--- src/rtl/bitseq_core.sv ---
module bitseq_core #(
  parameter int AW = 4
) (
  input  logic          clk,
  input  logic          rst,
  input  logic          pgm_we,
  input  logic [AW-1:0] pgm_addr,
  input  logic [AW+3:0] pgm_data,
  input  logic [1:0]    pin_in,
  input  logic          wake,
  output logic [1:0]    pin_out,
  output logic          halted
);
  localparam int IW    = AW + 4;
  localparam int DEPTH = 1 << AW;

  typedef enum logic [2:0] {
    OP_AND, OP_XOR, OP_LD, OP_IN, OP_OUT, OP_COND, OP_MOV, OP_HALT
  } op_e;

  logic [IW-1:0] mem [DEPTH];
  logic [AW-1:0] ip, tmp, succ, next_addr;
  logic [IW-1:0] ins;
  logic          r0, r1, r2, phase, wake_q;
  logic          prm, sel_bit, step_a, step_b, wake_edge, r2_new;
  op_e           op;

  assign ins       = mem[ip];
  assign op        = op_e'(ins[2:0]);
  assign prm       = ins[3];
  assign succ      = ins[IW-1:4];
  assign sel_bit   = prm ? r1 : r0;
  assign next_addr = (op == OP_COND) ? {succ[AW-1:1], sel_bit} : succ;
  assign step_a    = !halted && !phase;
  assign step_b    = !halted && phase;
  assign wake_edge = wake && !wake_q;

  always_comb begin
    case (op)
      OP_AND:  r2_new = r0 & r1;
      OP_XOR:  r2_new = r0 ^ r1;
      OP_LD:   r2_new = prm;
      OP_IN:   r2_new = pin_in[prm];
      default: r2_new = r2;
    endcase
  end

  always_ff @(posedge clk) begin
    if (rst && pgm_we) mem[pgm_addr] <= pgm_data;
  end

  always_ff @(posedge clk) begin
    if (rst) begin
      ip      <= '0;
      tmp     <= '0;
      r0      <= 1'b0;
      r1      <= 1'b0;
      r2      <= 1'b0;
      pin_out <= 2'b00;
      halted  <= 1'b0;
      phase   <= 1'b0;
      wake_q  <= 1'b0;
    end else begin
      wake_q <= wake;
      if (halted) begin
        if (wake_edge) halted <= 1'b0;
      end else if (step_a) begin
        r2    <= r2_new;
        tmp   <= next_addr;
        phase <= 1'b1;
        if (op == OP_OUT) pin_out[prm] <= r2;
        if (op == OP_MOV && !prm) r0 <= r2;
        if (op == OP_MOV && prm)  r1 <= r2;
        if (op == OP_HALT) halted <= 1'b1;
      end else if (step_b) begin
        ip    <= tmp;
        phase <= 1'b0;
      end
    end
  end
endmodule

--- config.mk ---
export PLATFORM = sky130hd
export DESIGN_NAME = bitseq_core
export DESIGN_NICKNAME = d
export VERILOG_FILES = /design/src/rtl/bitseq_core.sv
export SDC_FILE = /design/constraint.sdc
export NUM_CORES = 1
export LEC_CHECK = 0
export BUFFER_PORTS_ARGS = -buffer_cell sky130_fd_sc_hd__buf_2
export CELL_PAD_IN_SITES_DETAIL_PLACEMENT = 1
export CELL_PAD_IN_SITES_GLOBAL_PLACEMENT = 1
export CORE_UTILIZATION = 57
export DETAILED_ROUTE_END_ITERATION = 10
export HOLD_SLACK_MARGIN = 0.1
export PLACE_DENSITY_LB_ADDON = 0.1
export SETUP_SLACK_MARGIN = 0.5
export SLEW_MARGIN = 10
export SYNTH_ARGS = -nofsm -noshare
export SYNTH_HDL_FRONTEND = slang
export SYNTH_SLANG_ARGS = --single-unit
--- constraint.sdc ---
create_clock -name clk -period 4.1 [get_ports clk]
set_input_delay 0.41 -clock clk [delete_from_list [all_inputs] [get_ports clk]]
set_output_delay 0.41 -clock clk [all_outputs]
set_load 0.005 [all_outputs]
# Yosys cells after proc, flatten, opt, wreduce, memory -nomap -nowiden
# Memories as Yosys holds them, arrays and structs flattened. A register that Yosys moved wholly into a read port is not among the register bits.
# Cells that the tools add are included.
dict set report classes {
  bitwise 4
  muxes 18
  n_reduce_logical 21
  n_lt_le_gt_ge 2
  eq_ne 7
}
# operator n
set op_table {}
lappend op_table {{AND reduction 3 bit} 5}
lappend op_table {{2-to-1 mux 1 bit} 13}
lappend op_table {{== test 3 bit, second input constant} 4}
lappend op_table {{2-to-1 mux 4 bit} 2}
lappend op_table {{logical AND 1 bit} 7}
lappend op_table {{== test 3 x 2 -> 1 bit, second input constant} 2}
lappend op_table {{zero test 1 bit} 4}
lappend op_table {{one-hot mux 1 bit (4 select lines)} 1}
lappend op_table {{AND reduction 2 bit} 2}
lappend op_table {{nonzero test 4 bit} 1}
lappend op_table {{== test 3 x 1 -> 1 bit, second input constant} 1}
lappend op_table {{zero test 3 bit} 1}
lappend op_table {{bitwise mux 2 bit} 1}
lappend op_table {{< comparator 1 x 2 -> 1 bit, second input constant} 1}
lappend op_table {{NOT 1 bit} 2}
lappend op_table {{nonzero test 2 bit} 1}
lappend op_table {{bitwise AND 1 bit} 1}
lappend op_table {{demux 1 bit (select 1 bit)} 1}
lappend op_table {{greater-or-equal comparator 1 bit, second input constant} 1}
lappend op_table {{XOR 1 bit} 1}
dict set report totals {
  ram_bits 128
  out_inout_bits 3
  input_bits 18
  mem_count 1
  reg_bits 16
}
# name words width rd rd_ports_with_merged_regs write_ports line_no
set memory_table {}
lappend memory_table {mem 16 8 1 1 1 21} ;# logic [IW-1:0] mem [DEPTH];

# Logic depth before layout (Yosys ltp)
# Gate-level depths: netlist of run 1.
dict set report depth {
  depth_word 6
  mapped_depth 9
}

# Worst setup path after synthesis of run 1
# Ideal clock, no wire load.
dict set report synth_path {
  kind {register -> register}
  startpoint {reg with a tool-made name}
  endpoint {reg tmp[1]}
  setup_slack_ns 1.913
  path_stages_with_launch 8
  period_less_slack_ns 2.187
  arrival_time_ns 2.054
  setup_ns 0.132
  path_cell_list {dfxtp_1 buf_6 buf_2 buf_2 mux4_2 mux4_2 nand2_1 a21oi_1}
}
# item line_no
set synth_rtl {}
lappend synth_rtl {{end signal, assigned} 69} ;# tmp <= next_addr;
lappend synth_rtl {{end, declared} 22} ;# logic [AW-1:0] ip, tmp, succ, next_addr;

==> flow_summary.yaml, run 1 <==
floorplan:
  die_w_um: 103
  core_area_mm2: 0.00982
  initial_core_util: 0.588
  die-area_mm2: 0.0105
  die_h_um: 103
  fp-row-count: 36
  ioPinCount: 21
worst_setup_path:
  cp-start-kind: "flip-flop"
  path_class: "flip-flop to flip-flop"
  worstPathArrival_ns: 3.17
  critPathMaxFanout: 24
  regToRegSetupSlack_ns: 1.33
  end_kind: "flip-flop"
  worstPathRequired_ns: 4.50
place:
  dpl.hpwl_mm: 8.42
  routabilityCongestion: 0.740
  port_buffers: 20
route:
  finalWirelength_mm: 13.1
  drc_errors: 0
  viasPerCell: 6.13
  antenna_left: 0
  firstDrtPassIters: 4
  drt_iter0_markers: 165
  wl_per_cell_um: 26.5
  num_vias: 3030
sta:
  min_period_ns: 2.77
  fin_hold_ws_ns: 0.112
  relSlewSlack: 0.162
  period_share: 0.675
  tightest_slew_ns: 1.25
  hold_viol: 0
  clock_skew_ns: 0.0133
  setup_viol: 0
  rsz0062_at_grt: "no"
  fmax_mhz: 361
  slew_violations: 0
  setup_tns_ns: 0
job:
  cap_violations: 0
clock_network:
  clockBufferDepth: 2
  clk_pin_slew_ns: 0.06
  clk_latency_ns: 0.52
  htreeDepth: 4
  cts_root_buf: "clkbuf_8"
  cts_tree: "done"
  cts_resized: 0
  cts-buffers-inserted: 17
  cts_setup_buffers: 0
  cts.sinks: 148
  hold_buffers: 0
cells_and_area:
  area.growth.synth_to_final_pct: 14.9
  finish.net_count: 367
  fillers: 854
  diodes: 0
  register_area_mm2: 0.00425
  layout-drive-gt1-share: 0.255
  multi_input_area_mm2: 0.00144
global_route:
  grt_pass1_vias: 3217
  grtUsageTotal: 0.276
  overflow: 0
  antenna_found_initial: 0
  grt_max_degree: 25
  grt_pass1_wl_mm: 19.0
pwr:
  power_density_mw_per_mm2: 520
  p_leak_nw: 2.15
  power.total_mw: 3.45
  vdd_drop_max_uv: 299
synth:
  synth_edf_count: 128
  synth_cell_types: 33
  synth-seq-cells: 148
  synth_async_sr_flop_share: 0
  synth_area_leaders: "edfxtp_1 (67%), mux4_2 (12%), dfxtp_1 (6.9%)"
  synth_cells: 316
  synth_area_mm2: 0.00578
  synth_top_area_frac: 0.666
  yosys_warnings: 0
  synth_ff_type: "edfxtp_1"
  avgSynthCellArea_um2: 18.3
  synth_nets: 335
  yosysTopAreaCell: "edfxtp_1"
  ys_seq_area_frac: 0.735
outcome:
  status: "complete, no violations"
hold_path:
  hold_path.class: "input port to flip-flop"
  hp-start: "wake"
==> synthesized netlist by cell type (4+ instances only) <==
library cell / count
o31ai_1: 4
inv_1: 5
a21oi_1: 5
buf_2: 7
mux4_2: 32
clkbuf_1: 4
nor2b_1: 6
nand2b_1: 5
o21ai_0: 5
mux2i_1: 17
nand4_1: 5
nand2_1: 16
dfxtp_1: 20
nand3_1: 5
nor2_1: 21
nor3_1: 5
edfxtp_1: 128
==> power by group <==
part	switching (mW)	internal [mW]
Combinational	0.100	0.0785
Clock	0.589	0.990
Sequential	0.0272	1.66
==> placed cells by master, fill, tap and decap left out, types with 4 or more instances in the layout <==
cell,n
buf_2,20
nand2b_1,5
o21ai_0,5
edfxtp_1,128
a21oi_1,5
inv_1,5
nand3_1,5
mux4_2,32
dfxtp_1,19
buf_4,8
clkbuf_16,16
mux2i_1,17
o31ai_1,4
nor3_1,5
nand4_1,5
nor2b_1,6
nand2_1,16
bufinv_16,4
clkinvlp_4,4
nor2_1,21
==> kinds of logic after synthesis <==
group	share of synthesized area
multiplexers	0.154
AO/OA/AOI/OAI	0.0316
buffers and inverters	0.0158
flip-flops	0.735
AND/OR/NAND/NOR	0.0613
adder cells (fa/ha/maj)	0.00217
==> worst max-delay path, stage by stage (launching register included) <==
cell and delay, ns:
dfxtp_2 0.81, mux4_2 0.59, mux4_2 0.60, a211oi_2 0.17
a2111oi_0 0.09, a2111oi_1 0.38
==> area by class of cell <==
cell class              count  share of cell area
inverters                   5             0.00283
flip-flops and latches    148               0.640
clock buffers              20              0.0641
repair buffers             28              0.0241
well taps                 133              0.0251
multi-input cells         148               0.217
clock inverters            12              0.0271
==> metal layers <==
| layer | vias up | wire length [µm] | track usage |
|---|---|---|---|
| met5 | - | 0 | 0 |
| met4 | 0 | 195 | 0.0956 |
| met3 | 16 | 766 | 0.0793 |
| met2 | 109 | 6610 | 0.453 |
| met1 | 1575 | 5510 | 0.357 |
| li1 | 1330 | - | - |
==> final timing paths <==
check,endpoint,depth (start not counted)
setup reg to reg,r2,5
setup / recovery,r2,5
hold reg to reg,tmp[3],2
hold / removal,wake_q,3
==> through the flow <==
stage / instances / cell area, µm² / setup WS (ns) / utilization
floorplan: 316 / 5780 / 1.91 / -
global placement: 462 / 6030 / 1.37 / 0.614
detailed placement: 462 / 6030 / 1.27 / 0.614
CTS: 494 / 6640 / 1.28 / 0.676
global route: 494 / 6640 / 1.07 / 0.676
finish: 494 / 6640 / 1.33 / 0.676
==> state kept, by name (all words and copies together) (netlist names), named ones only <==
name and cells:
mem 128, ip 4, tmp 4, pin_out 2, halted 1, phase 1, r0 1, r1 1
r2 1, wake_q 1
(Power assumes the default switching activity.)
==> run 2: changes to the inputs <==
CORE_UTILIZATION = 53   (was 57)
clock period = 2.6 ns   (was 4.1 ns; I/O delays follow)
==> run 2 against run 1 <==
  * Maximum frequency grew 22%
  * Clock-buffer cell count fell by 2
  * Utilization down 1.6 points
  * Die area grew 7.4%
  * Global-route usage fell by 2.0 points
  * Critical path type unchanged
==> flow_summary.yaml, run 2 (synthesis gave the netlist of run 1 again) <==
outcome:
  status: "complete, no violations"
hold_path:
  hold_path_depth: 1
  hp-start: "pgm_data[7]"
  hold_end: "mem[2][7]"
  hold_path.class: "input port to flip-flop"
pwr:
  power_density_mw_per_mm2: 760
  vdd_drop_max_uv: 649
  p_leak_nw: 2.30
global_route:
  grt_max_degree: 21
  overflow: 0
  grt_pass1_vias: 3339
  grtUsageTotal: 0.256
  antenna_found_initial: 0
  grt_pass1_wl_mm: 19.7
floorplan:
  initial_core_util: 0.552
  core_area_mm2: 0.0105
  die_h_um: 106
  ioPinCount: 21
  die_w_um: 106
  fp-row-count: 37
  die-area_mm2: 0.0113
cells_and_area:
  layout-drive-gt1-share: 0.326
  diodes: 0
  finish.net_count: 399
  fillers: 907
  area.growth.synth_to_final_pct: 19.5
  final_cells: 529
  layout_commonest_cell: "edfxtp_1"
  fin_util: 0.660
  largest_reg_flops: 128
  layout_common_cells: "edfxtp_1 (128), mux4_2 (32), buf_4 (32)"
  largestRegisters: "mem x128, ip x4, tmp x4"
  largest-register: "mem"
worst_setup_path:
  regToRegSetupSlack_ns: 0.33
  critPathMaxFanout: 6
  cp_num_buf_inv: 2
  cp-start-kind: "flip-flop"
  worstRegToRegCells: 8
  cp_num_cells: 8
  worstPathRequired_ns: 3.00
  cp_slowest_cell: "mux4_2"
  r2r-end: "tmp[0]"
  end_kind: "flip-flop"
  slowest_delay_ns: 0.56
  worstPathArrival_ns: 2.67
  path_class: "flip-flop to flip-flop"
  critPathTopFamily: "multiplexers"
  crit_path_cell_trace: "buf_12 > buf_4 > mux4_2 > mux4_2 > nand2_1 > nand2_1 > a31oi_1 > nor3_1"
sta:
  period_share: 0.872
  hold_viol: 0
  fmax_mhz: 441
  relSlewSlack: 0.677
  setup_viol: 0
  min_period_ns: 2.27
  tightest_slew_ns: 0.483
  clock_skew_ns: 0.00832
  setup_tns_ns: 0
  rsz0062_at_grt: "yes"
  slew_violations: 0
  setup_ws_ns: 0.332
  fin_hold_ws_ns: 0.122
route:
  finalWirelength_mm: 13.0
  viasPerCell: 5.86
  wl_per_cell_um: 24.5
  num_vias: 3101
  drc_errors: 0
  firstDrtPassIters: 6
  drt_iter0_markers: 252
  antenna_left: 0
place:
  routabilityCongestion: 0.805
  port_buffers: 20
  dpl.hpwl_mm: 9.14
  pre_cts_slack_ns: 0.0964
  placed_cells: 486
clock_network:
  clk_latency_ns: 0.53
  htreeDepth: 4
  cts_tree: "done"
  cts_root_buf: "clkbuf_8"
  cts-buffers-inserted: 17
  cts.sinks: 148
  clk_pin_slew_ns: 0.06
  clockBufferDepth: 2
job:
  cap_violations: 0
==> run 2: area by class of cell <==
class | instances | area, µm² | share of cell area
Multi-Input combinational cell | 148 | 1480 | 0.214
Clock buffer | 18 | 418 | 0.0606
Inverter | 5 | 18.8 | 0.00272
Tap cell | 136 | 170 | 0.0247
Timing Repair Buffer | 60 | 438 | 0.0635
Clock inverter | 14 | 129 | 0.0187
Sequential cell | 148 | 4250 | 0.616
==> run 2: power breakdown <==
part	total, mW	switching [mW]	internal (mW)
sequential	2.65	0.0268	2.62
combinational	0.357	0.199	0.158
clock	2.23	0.959	1.28
==> run 2: repair_timing <==
item                                   CTS  global route
endpoints found under the hold margin   31             0
buffers inserted                         4             3
pin swaps                                2             6
setup endpoints to repair               10             9
resized for setup                       13             7
hold buffers                             4             0
==> run 2: how the worst max path moves through the flow <==
stage	from	endpoint
global placement	flip-flop	r2
global route	flip-flop	r2
floorplan	flip-flop	tmp[0]
CTS	flip-flop	r2
detailed placement	flip-flop	r0
finish	flip-flop	tmp[0]
==> run 2: layer usage <==
metal / vias up / GRT usage / wire length, µm
li1: 1396 / - / -
met2: 86 / 0.416 / 6560
met1: 1603 / 0.331 / 5520
met3: 16 / 0.0742 / 705
met4: 0 / 0.0873 / 191
met5: - / 0 / 0
==> run 2: per-stage QoR <==
step,cell area (µm²),total power [mW]
final,6900,5.24
after global routing,6900,5.40
after CTS,6860,5.28
after detailed placement,6190,3.02
after global placement,6190,3.00
after floorplan,5790,2.90
